## src/rtl/sdram_guard_pkg.sv

```systemverilog
package sdram_guard_pkg;

  typedef enum logic [2:0] {
    CMD_NOP = 3'd0,
    CMD_ACT = 3'd1,
    CMD_RD  = 3'd2,
    CMD_WR  = 3'd3,
    CMD_PRE = 3'd4,
    CMD_REF = 3'd5,
    CMD_SRX = 3'd6
  } sg_cmd_e;

  function automatic int ns_to_cyc_ceil(input longint ns, input longint tck_ps);
    return int'((ns * 1000 + tck_ps - 1) / tck_ps);
  endfunction

  function automatic int ns_to_cyc_floor(input longint ns, input longint tck_ps);
    return int'((ns * 1000) / tck_ps);
  endfunction

  function automatic int max_of(input int a, input int b);
    return (a > b) ? a : b;
  endfunction

endpackage

```

## src/rtl/sg_bank_timer.sv

```systemverilog
module sg_bank_timer #(
  parameter int CW        = 4,
  parameter int OW        = 15,
  parameter int C_RCD     = 2,
  parameter int C_RAS     = 5,
  parameter int C_RC      = 8,
  parameter int C_RP      = 2,
  parameter int C_WR      = 2,
  parameter int C_RAS_MAX = 16000
) (
  input  logic clk_i,
  input  logic rst_ni,
  input  logic act_i,
  input  logic wr_i,
  input  logic pre_i,
  output logic open_o,
  output logic act_clear_o,
  output logic rw_ready_o,
  output logic pre_ready_o,
  output logic overdue_o
);

  localparam logic [CW-1:0] RCD_L = CW'(C_RCD - 1);
  localparam logic [CW-1:0] RAS_L = CW'(C_RAS - 1);
  localparam logic [CW-1:0] RC_L  = CW'(C_RC - 1);
  localparam logic [CW-1:0] RP_L  = CW'(C_RP - 1);
  localparam logic [CW-1:0] WR_L  = CW'(C_WR - 1);
  localparam logic [OW-1:0] AGE_SAT = OW'(C_RAS_MAX + 1);

  logic          open_q;
  logic [CW-1:0] rcd_q, ras_q, act_q, wr_q;
  logic [OW-1:0] age_q;
  logic [CW-1:0] act_dec;

  function automatic logic [CW-1:0] dec(input logic [CW-1:0] v);
    return (v != '0) ? v - 1'b1 : v;
  endfunction

  assign act_dec = dec(act_q);

  always_ff @(posedge clk_i or negedge rst_ni) begin
    if (!rst_ni) begin
      open_q <= 1'b0;
      rcd_q  <= '0;
      ras_q  <= '0;
      act_q  <= '0;
      wr_q   <= '0;
      age_q  <= '0;
    end else if (act_i) begin
      open_q <= 1'b1;
      rcd_q  <= RCD_L;
      ras_q  <= RAS_L;
      act_q  <= RC_L;
      wr_q   <= dec(wr_q);
      age_q  <= OW'(1);
    end else begin
      rcd_q <= dec(rcd_q);
      ras_q <= dec(ras_q);
      wr_q  <= wr_i ? WR_L : dec(wr_q);
      if (pre_i) begin
        open_q <= 1'b0;
        act_q  <= (act_dec > RP_L) ? act_dec : RP_L;  // later of tRC and tRP
      end else begin
        act_q <= act_dec;
      end
      if (open_q && age_q != AGE_SAT) age_q <= age_q + 1'b1;
    end
  end

  assign open_o      = open_q;
  assign act_clear_o = (act_q == '0);
  assign rw_ready_o  = open_q && (rcd_q == '0);
  assign pre_ready_o = open_q && (ras_q == '0) && (wr_q == '0);
  assign overdue_o   = open_q && (age_q > OW'(C_RAS_MAX));

endmodule

```

## src/rtl/sg_refresh_pacer.sv

```systemverilog
module sg_refresh_pacer #(
  parameter int C_REFI      = 1041,
  parameter int BACKLOG_MAX = 8,
  localparam int TW   = (C_REFI > 1) ? $clog2(C_REFI) : 1,
  localparam int BL_W = $clog2(BACKLOG_MAX + 1)
) (
  input  logic            clk_i,
  input  logic            rst_ni,
  input  logic            ref_i,
  output logic [BL_W-1:0] backlog_o,
  output logic            overflow_o
);

  localparam logic [TW-1:0]   TMR_LAST = TW'(C_REFI - 1);
  localparam logic [BL_W-1:0] BL_CAP   = BL_W'(BACKLOG_MAX);

  logic [TW-1:0]   tmr_q;
  logic [BL_W-1:0] bl_q, bl_d;
  logic            ovf_q, tick, pay;

  assign tick = (tmr_q == TMR_LAST);
  assign pay  = ref_i && (bl_q != '0);

  always_comb begin
    bl_d = bl_q;
    if (tick && !pay && bl_q != BL_CAP) bl_d = bl_q + 1'b1;
    else if (pay && !tick)              bl_d = bl_q - 1'b1;
  end

  always_ff @(posedge clk_i or negedge rst_ni) begin
    if (!rst_ni) begin
      tmr_q <= '0;
      bl_q  <= '0;
      ovf_q <= 1'b0;
    end else begin
      tmr_q <= tick ? '0 : tmr_q + 1'b1;
      bl_q  <= bl_d;
      if (bl_d == BL_CAP) ovf_q <= 1'b1;
    end
  end

  assign backlog_o  = bl_q;
  assign overflow_o = ovf_q;

endmodule

```

## src/rtl/sdram_timing_guard.sv

```systemverilog
module sdram_timing_guard
  import sdram_guard_pkg::*;
#(
  parameter int NUM_BANKS     = 4,
  parameter int T_CK_PS       = 7500,
  parameter int T_RCD_NS      = 15,
  parameter int T_RAS_NS      = 37,
  parameter int T_RAS_MAX_NS  = 120000,
  parameter int T_RC_NS       = 60,
  parameter int T_RRD_NS      = 14,
  parameter int T_RP_NS       = 15,
  parameter int T_RFC_NS      = 66,
  parameter int T_WR_NS       = 7,
  parameter int T_XSR_NS      = 67,
  parameter int REF_WINDOW_NS = 64000000,
  parameter int REF_ROWS      = 8192,
  parameter int BACKLOG_MAX   = 8,
  localparam int BANK_W = (NUM_BANKS > 1) ? $clog2(NUM_BANKS) : 1,
  localparam int BL_W   = $clog2(BACKLOG_MAX + 1)
) (
  input  logic                 clk_i,
  input  logic                 rst_ni,
  input  logic [2:0]           cmd_i,
  input  logic [BANK_W-1:0]    bank_i,
  output logic [NUM_BANKS-1:0] act_ok_o,
  output logic [NUM_BANKS-1:0] rw_ok_o,
  output logic [NUM_BANKS-1:0] pre_ok_o,
  output logic                 ref_ok_o,
  output logic [NUM_BANKS-1:0] row_overdue_o,
  output logic                 refresh_req_o,
  output logic [BL_W-1:0]      refresh_backlog_o,
  output logic                 backlog_overflow_o,
  output logic                 violation_o,
  output logic [BANK_W-1:0]    violation_bank_o
);

  localparam int C_RCD     = ns_to_cyc_ceil(T_RCD_NS, T_CK_PS);
  localparam int C_RAS     = ns_to_cyc_ceil(T_RAS_NS, T_CK_PS);
  localparam int C_RC      = ns_to_cyc_ceil(T_RC_NS, T_CK_PS);
  localparam int C_RRD     = ns_to_cyc_ceil(T_RRD_NS, T_CK_PS);
  localparam int C_RP      = ns_to_cyc_ceil(T_RP_NS, T_CK_PS);
  localparam int C_RFC     = ns_to_cyc_ceil(T_RFC_NS, T_CK_PS);
  localparam int C_WR      = 1 + ns_to_cyc_ceil(T_WR_NS, T_CK_PS);
  localparam int C_XSR     = ns_to_cyc_ceil(T_XSR_NS, T_CK_PS);
  localparam int C_RAS_MAX = ns_to_cyc_floor(T_RAS_MAX_NS, T_CK_PS);
  localparam int C_REFI    =
      int'((longint'(REF_WINDOW_NS) * 1000) / (longint'(REF_ROWS) * T_CK_PS));
  localparam int CW  = $clog2(max_of(max_of(max_of(C_RCD, C_RAS), max_of(C_RC, C_RP)), C_WR) + 1);
  localparam int GW  = $clog2(max_of(max_of(C_RRD, C_RFC), C_XSR) + 1);
  localparam int OW  = $clog2(C_RAS_MAX + 2);

  logic [NUM_BANKS-1:0] open_w, act_clear_w, rw_ready_w, pre_ready_w;
  logic [GW-1:0]        rrd_q, busy_q;
  logic                 busy_clear, legal;
  logic                 viol_q;
  logic [BANK_W-1:0]    vbank_q;

  for (genvar b = 0; b < NUM_BANKS; b++) begin : g_bank
    logic hit;
    assign hit = (bank_i == BANK_W'(b));
    sg_bank_timer #(
      .CW(CW), .OW(OW), .C_RCD(C_RCD), .C_RAS(C_RAS), .C_RC(C_RC),
      .C_RP(C_RP), .C_WR(C_WR), .C_RAS_MAX(C_RAS_MAX)
    ) i_timer (
      .clk_i      (clk_i),
      .rst_ni     (rst_ni),
      .act_i      (hit && cmd_i == CMD_ACT),
      .wr_i       (hit && cmd_i == CMD_WR),
      .pre_i      (hit && cmd_i == CMD_PRE),
      .open_o     (open_w[b]),
      .act_clear_o(act_clear_w[b]),
      .rw_ready_o (rw_ready_w[b]),
      .pre_ready_o(pre_ready_w[b]),
      .overdue_o  (row_overdue_o[b])
    );
    assign act_ok_o[b] = !open_w[b] && act_clear_w[b] && (rrd_q == '0) && busy_clear;
    assign rw_ok_o[b]  = rw_ready_w[b] && busy_clear;
    assign pre_ok_o[b] = pre_ready_w[b] && busy_clear;
  end

  assign busy_clear = (busy_q == '0);
  assign ref_ok_o   = (open_w == '0) && (&act_clear_w) && busy_clear;

  always_ff @(posedge clk_i or negedge rst_ni) begin
    if (!rst_ni) begin
      rrd_q  <= '0;
      busy_q <= '0;
    end else begin
      if (cmd_i == CMD_ACT)  rrd_q <= GW'(C_RRD - 1);
      else if (rrd_q != '0)  rrd_q <= rrd_q - 1'b1;
      if (cmd_i == CMD_REF)      busy_q <= GW'(C_RFC - 1);
      else if (cmd_i == CMD_SRX) busy_q <= GW'(C_XSR - 1);
      else if (busy_q != '0)     busy_q <= busy_q - 1'b1;
    end
  end

  always_comb begin
    case (cmd_i)
      CMD_ACT:        legal = act_ok_o[bank_i];
      CMD_RD, CMD_WR: legal = rw_ok_o[bank_i];
      CMD_PRE:        legal = pre_ok_o[bank_i];
      CMD_REF:        legal = ref_ok_o;
      default:        legal = 1'b1;
    endcase
  end

  always_ff @(posedge clk_i or negedge rst_ni) begin
    if (!rst_ni) begin
      viol_q  <= 1'b0;
      vbank_q <= '0;
    end else if (!legal && !viol_q) begin
      viol_q  <= 1'b1;
      vbank_q <= bank_i;
    end
  end

  assign violation_o      = viol_q;
  assign violation_bank_o = vbank_q;

  sg_refresh_pacer #(.C_REFI(C_REFI), .BACKLOG_MAX(BACKLOG_MAX)) i_pacer (
    .clk_i     (clk_i),
    .rst_ni    (rst_ni),
    .ref_i     (cmd_i == CMD_REF),
    .backlog_o (refresh_backlog_o),
    .overflow_o(backlog_overflow_o)
  );

  assign refresh_req_o = (refresh_backlog_o != '0);

endmodule

```

## config.mk

```make
export PLATFORM = sky130hd
export DESIGN_NAME = sdram_timing_guard
export DESIGN_NICKNAME = d
export VERILOG_FILES = /design/src/rtl/sdram_guard_pkg.sv /design/src/rtl/sg_bank_timer.sv /design/src/rtl/sg_refresh_pacer.sv /design/src/rtl/sdram_timing_guard.sv
export SDC_FILE = /design/constraint.sdc
export NUM_CORES = 1
export LEC_CHECK = 0
export BUFFER_PORTS_ARGS = -buffer_cell sky130_fd_sc_hd__buf_2
export CORE_MARGIN = 3
export CORE_UTILIZATION = 45
export CTS_BUF_LIST = sky130_fd_sc_hd__clkbuf_8
export CTS_CLUSTER_SIZE = 8
export DETAILED_ROUTE_END_ITERATION = 8
export PLACE_DENSITY = 0.65
export SYNTH_ARGS = -nofsm -noshare
export SYNTH_HDL_FRONTEND = slang
export SYNTH_SLANG_ARGS = --single-unit
```

## constraint.sdc

```tcl
create_clock -name clk_i -period 2.8 [get_ports clk_i]
set_input_delay 0.14 -clock clk_i [delete_from_list [all_inputs] [get_ports clk_i]]
set_output_delay 0.14 -clock clk_i [all_outputs]
set_load 0.02 [all_outputs]
```

=== Word level (Yosys, flattened, before mapping) ===
Index checks and enable logic that the tools add are counted.

* Word-level logic and storage cells: 282
* Bits of input ports: 7
* Register bits after elaboration: 151

* $add $sub $neg: 25
* $lt $le $gt $ge: 9
* Multiplexer cells: 75
* Eq/ne operators: 16
* Reduce and logical (&&, ||, !) cells: 126

{| class="wikitable"
|+ Operator list
! kind !! number
|-
| 4-bit two-way mux || 51
|-
| 14-bit two-way mux || 8
|-
| 4-bit logical NOT || 19
|-
| 4-bit nonzero test || 19
|-
| 4-bit by 1-bit subtractor with 4-bit output, second input constant || 19
|-
| 1-bit logical AND || 59
|-
| 14-bit by 1-bit adder with 14-bit output, second input constant || 4
|-
| 14-bit greater-than comparator, second input constant || 4
|-
| 14-bit inequality test, second input constant || 4
|-
| 2-bit nonzero test || 17
|-
| 4-bit by 1-bit greater-than comparator with 1-bit output, second input constant || 4
|-
| 11-bit by 1-bit adder with 11-bit output, second input constant || 1
|-
| 11-bit equality test, second input constant || 1
|-
| 1-bit two-way mux || 11
|-
| 11-bit two-way mux || 1
|-
| 3-bit equality test, second input constant || 3
|-
| 1-bit logical NOT || 8
|-
| 1-bit binary-select mux with 2-bit select || 3
|-
| 3-bit by 2-bit equality test with 1-bit output, second input constant || 2
|-
| 4-bit by 1-bit adder with 4-bit output, second input constant || 1
|-
| 2-bit equality test, second input constant || 2
|-
| 4-bit equality test, second input constant || 1
|-
| 4-bit inequality test, second input constant || 1
|-
| 1-bit case mux with 4 select lines || 1
|-
| 7 further kinds || 7
|}

=== Depth between registers and ports, before layout ===
* Depth after elaboration: 9
* Depth in mapped cells: 9
* Mapped depth without buffers: 8

=== By module ===
Synthesis repeated with hierarchy kept, for this count alone.

* Cells, all modules: 909
* Area total of the unflattened synthesis: 8546.9 um^2

{| class="wikitable"
|+ Modules (own cells, without submodules)
! module !! times used !! sequential area each (um^2) !! area each (um^2) !! cells an instance
|-
| sg_bank_timer at g_bank[0].i_timer ... || 3 || 775.7 || 1660.3 || 177
|-
| sg_bank_timer at g_bank[2].i_timer || 1 || 775.7 || 1740.4 || 179
|-
| sg_refresh_pacer || 1 || 400.4 || 917.1 || 94
|-
| sdram_timing_guard || 1 || 275.3 || 908.4 || 105
|}

=== Worst setup path after synthesis ===
No wires, ideal clock.

* Path type: register to register
* From: register g_bank[2].i_timer.act_q[0]
* To: register vbank_q[0], in the netlist violation_bank_o[0]
* Arrival: 2.581 ns
* Buffers on the path: 0
* Setup slack: 0.094 ns
* Stages on the path, launching flop included: 9
* Required time: 2.675 ns
* Setup time: 0.125 ns
* Clock period less this slack: 2.706 ns
* Cells stage by stage: dfrtp_1 > inv_1 > ha_1 > or3b_4 > or4_4 > nor4_4 > a21oi_1 > and4_4 > mux2_4

* Elaborated cells on any way between the ends: 12
* Classes of those cells: mux: 3; reduce/logical: 9

{| class="wikitable"
|+ RTL lines
! item !! line !! source
|-
| start: declaration || sg_bank_timer.sv:31 || <nowiki>logic [CW-1:0] rcd_q, ras_q, act_q, wr_q;</nowiki>
|-
| start signal: assignment || sg_bank_timer.sv:62 || <nowiki>act_q <= (act_dec > RP_L) ? act_dec : RP_L;</nowiki>
|-
| start signal: assignment || sg_bank_timer.sv:64 || <nowiki>act_q <= act_dec;</nowiki>
|-
| 4-bit logical NOT || sg_bank_timer.sv:71 || <nowiki>assign act_clear_o = (act_q == '0);</nowiki>
|-
| 4-bit AND reduction || sdram_timing_guard.sv:82 || <nowiki>assign ref_ok_o = (open_w == '0) && (&act_clear_w) && busy_clear;</nowiki>
|-
| 1-bit logical AND (2 in a row) || sdram_timing_guard.sv:82 ||
|-
| via ref_ok_o || sdram_timing_guard.sv:28 || <nowiki>output logic ref_ok_o,</nowiki>
|-
| 1-bit case mux with 4 select lines || sdram_timing_guard.sv:98 || <nowiki>case (cmd_i)</nowiki>
|-
| 1-bit logical NOT || sdram_timing_guard.sv:111 || <nowiki>end else if (!legal && !viol_q) begin</nowiki>
|-
| 1-bit logical AND || sdram_timing_guard.sv:111 ||
|-
| end signal: assignment || sdram_timing_guard.sv:113 || <nowiki>vbank_q <= bank_i;</nowiki>
|-
| end: declaration || sdram_timing_guard.sv:56 || <nowiki>logic [BANK_W-1:0] vbank_q;</nowiki>
|}

The timed path passes the listed nets, and every way through them passes these cells. The select of a mux whose other input is x is not followed.
A chain may end at the register's enable or synchronous reset.

=== Worst setup path in the final report ===
* From: register g_bank[2].i_timer.act_q[0]
* To: output ref_ok_o

* Cells in the longest elaborated chain, start to end: 4

{| class="wikitable"
|+ RTL lines
! item !! line
|-
| 4-bit logical NOT || sg_bank_timer.sv:71
|-
| 4-bit AND reduction || sdram_timing_guard.sv:82
|-
| 1-bit logical AND (2 in a row) || sdram_timing_guard.sv:82
|-
| end: declaration || sdram_timing_guard.sv:28
|}

No other way between the ends.

==> results by group <==
Run status
  • Outcome: finished clean

Power and ir drop
  • Leakage power: 4.268 nW
  • VDD IR max: 0.3949 mV
  • Total power: 9.645 mW
  • PD cells: 1011 nW/um2

Global routing
  • Met3 Use GR: 0.03727
  • GR Overflow Total: 0
  • First-pass GRT wire length: 28950 um
  • Initial antenna violation count: 0
  • GR Util met2: 0.2754
  • Vias in the first global route: 5989
  • Busiest grt layer: met2
  • Overall routing resource usage: 0.1739
  • Largest net degree at the start of global routing: 69
  • M1 GR Usage: 0.2393

Timing
  • Worst setup margin: 0.2177 ns
  • Setup TNS: 0 ns
  • Worst hold slack: 0.1571 ns
  • RSZ-0062 raised after global routing: false
  • Fmax: 387.3 MHz
  • Final hold violations: 0
  • Slew Viols, Final: 0
  • Final period utilization: 0.9222
  • Headroom to the max-slew limit: 0.5918
  • Fin crit period: 2.582 ns
  • Final Setup Violations: 0
  • Worst-margin pin slew: 0.6097 ns
  • Clock skew: 0.01387 ns

Detailed routing
  • Vias per cell: 5.276
  • DRT iter0 DRCs: 359
  • Post-route DRC: 0
  • Final WL: 16800 um
  • 1st-pass router iterations: 4
  • Wire length per cell: 13.81 um
  • Vias post-DR: 6421
  • DRT antenna net count: 0

Logic synthesis
  • Synth Area in Compound Gates: 0.09167
  • Yosys warning count: 0
  • Mux cell area share after synthesis: 0.01427
  • Synth top area cells: dfrtp_1 (44%), ha_1 (7.2%), xnor2_1 (7.0%), nor2_1 (5.3%), nand2_1 (3.3%)
  • Leading area contributor after synthesis: dfrtp_1
  • Synthesized area per cell: 9.173 um2
  • Post-synthesis register bit count: 151
  • Async S/R FF share, synth: 1.000
  • Top cell type's share of synthesized area: 0.4444
  • Area share of fa/ha/maj cells after synthesis: 0.07210
  • EDFF count, synth: 0
  • Post-synthesis cell area: 8503 um2
  • Post-synthesis cell type count: 62
  • Simple-Gate Fraction of Synth Area: 0.2524
  • Post-Synthesis Net Count: 983
  • XOR/XNOR share of the synthesized area: 0.08240
  • Largest family of logic cells by synthesized area: simple AND/OR/NAND/NOR gates
  • Register area share after synthesis: 0.4444
  • Post-Syn Instances: 927
  • Dominant synthesized flop cell: dfrtp_1

Run
  • Max-cap viol count: 0

Final layout
  • Layout cells sized above 1: 0.1043
  • # fillers: 1717
  • Commonest non-fill, non-tap cell in the layout: dfrtp_1
  • Final Util: 0.5221
  • Area grow syn2layout: 12.17%
  • N_diodes: 0
  • Most frequent cells in the layout: dfrtp_1 (151), nor2_1 (119), nand2_1 (74), inv_1 (69), xnor2_1 (68)
  • Nets: 1031

Placement
  • Pre-CTS setup slack: 0.1513 ns
  • Port bufs: 32
  • Routability-driven placement congestion ratio: 0.8174
  • Post-DP HPWL: 11920 um

Floorplanning
  • Die Y-Extent: 143.5 um
  • Top Ports: 33
  • Die X: 143.5 um
  • Initial core utilization: 0.4654
  • Site row count: 49
  • Die area: 20580 um2
  • Core Region: 18270 um2

CTS
  • Sink Count: 151
  • TritonCTS clock tree: built
  • # Post-CTS Setup Buffers: 0
  • Num CTS Buffers: 17
  • Reg clk slew, reported paths: 0.08 ns
  • Depth of the CTS H-tree: 4
  • Root buf cell: clkbuf_8
  • Worst-Skew Late Latency: 0.46 ns
  • Clk buf depth: 2

Worst hold path
  • Worst min-delay path class: input port to flip-flop

Worst setup path
  • Worst Setup Start Kind: flip-flop
  • CP Max Fanout: 6
  • WP data required: 2.66 ns
  • Crit Path Class: flip-flop to output pin
  • Worst EP arrival: 2.44 ns
  • Crit end category: output pin
cells by family (layout without fill, tap and decap cells):
family	count (synthesis)	in the layout
XOR/XNOR	80	80
buffers and inverters	93	154
flip-flops	151	151
AO/OA/AOI/OAI	127	127
multiplexers	11	11
adder cells (fa/ha/maj)	49	49
AND/OR/NAND/NOR	416	416
sequential cells by signal, summed over array words and instances, names as in the netlist:
name	flops
g_bank.i_timer.age_q	56
g_bank.i_timer.act_q	16
g_bank.i_timer.ras_q	16
g_bank.i_timer.rcd_q	16
g_bank.i_timer.wr_q	16
i_pacer.tmr_q	11
busy_q	4
g_bank.i_timer.open_o	4
i_pacer.backlog_o	4
rrd_q	4
violation_bank_o	2
i_pacer.overflow_o	1
violation_o	1
per-layer routing:
layer,vias up,share of wire
li1,3270,-
met1,3070,0.49
met2,67,0.46
met3,14,0.035
met4,0,0.015
met5,-,0
through the flow:
step           std cells  instance area, um2
2_1_floorplan        927                8503
3_3_place_gp        1184                9034
3_5_place_dp        1184                9034
4_1_cts             1217                9533
5_1_grt             1217                9538
6_report            1217                9538
repair_timing:
action	4_1_cts	5_1_grt
hold buffers	1	0
endpoints found under the hold margin	54	0
gates resized for setup	0	3
endpoints found under the setup margin	0	1
worst paths after layout:
kind | start | to | slack (ns) | depth (start not counted)
setup / recovery | g_bank[2].i_timer.act_q[0] | ref_ok_o | 0.22 | 6
hold / removal | bank_i[1] | violation_bank_o[1] | 0.16 | 2
setup reg to reg | g_bank[2].i_timer.act_q[0] | violation_bank_o[1] | 0.28 | 8
hold reg to reg | i_pacer.overflow_o | i_pacer.overflow_o | 0.48 | 2
max in group asynchronous | rst_ni | g_bank[1].i_timer.ras_q[2] | 1.81 | 3
min in group asynchronous | rst_ni | g_bank[2].i_timer.age_q[3] | 0.20 | 2
critical path: stages (launching register included):
cell and delay [ns]:
dfrtp_1 0.41, inv_1 0.07, ha_2 0.21, or3b_4 0.42, or4_4 0.51, nor4_4 0.18, buf_4 0.21
cells in the mapped netlist (3+ instances only):
cell type and instances:
dfrtp_1 151, nor2_1 119, nand2_1 74, xnor2_1 68
inv_1 67, ha_1 49, nor3_1 49, a21oi_1 48
o21ai_0 27, nand2b_1 25, or3_1 25, nand3_1 23
clkbuf_1 22, nand4_1 16, nor3b_1 14, and3_1 13
xor2_1 12, nand3b_1 11, o211ai_1 10, a211oi_1 9
mux2i_1 8, nor2b_1 7, nor4_1 7, o31ai_1 7
and2_1 5, or2_2 5, and4_1 4, buf_4 4
a31oi_1 3
layout make-up:
class / count / area (um2) / share of cell area
repair buffers: 55 / 356.6 / 0.03739
flip-flops and latches: 151 / 3779 / 0.3962
inverters: 67 / 251.5 / 0.02637
multi-input cells: 683 / 4375 / 0.4587
clock inverters: 13 / 227.7 / 0.02388
clock buffers: 19 / 261.5 / 0.02742
well taps: 229 / 286.5 / 0.03004
report_power, final:
part | switching, mW | leakage, nW | total [mW] | internal, mW
sequential | 0.870 | 1.86 | 3.95 | 3.08
combinational | 1.93 | 2.17 | 3.69 | 1.75
clock | 0.817 | 0.241 | 2.01 | 1.19
(Power assumes the default switching activity.)
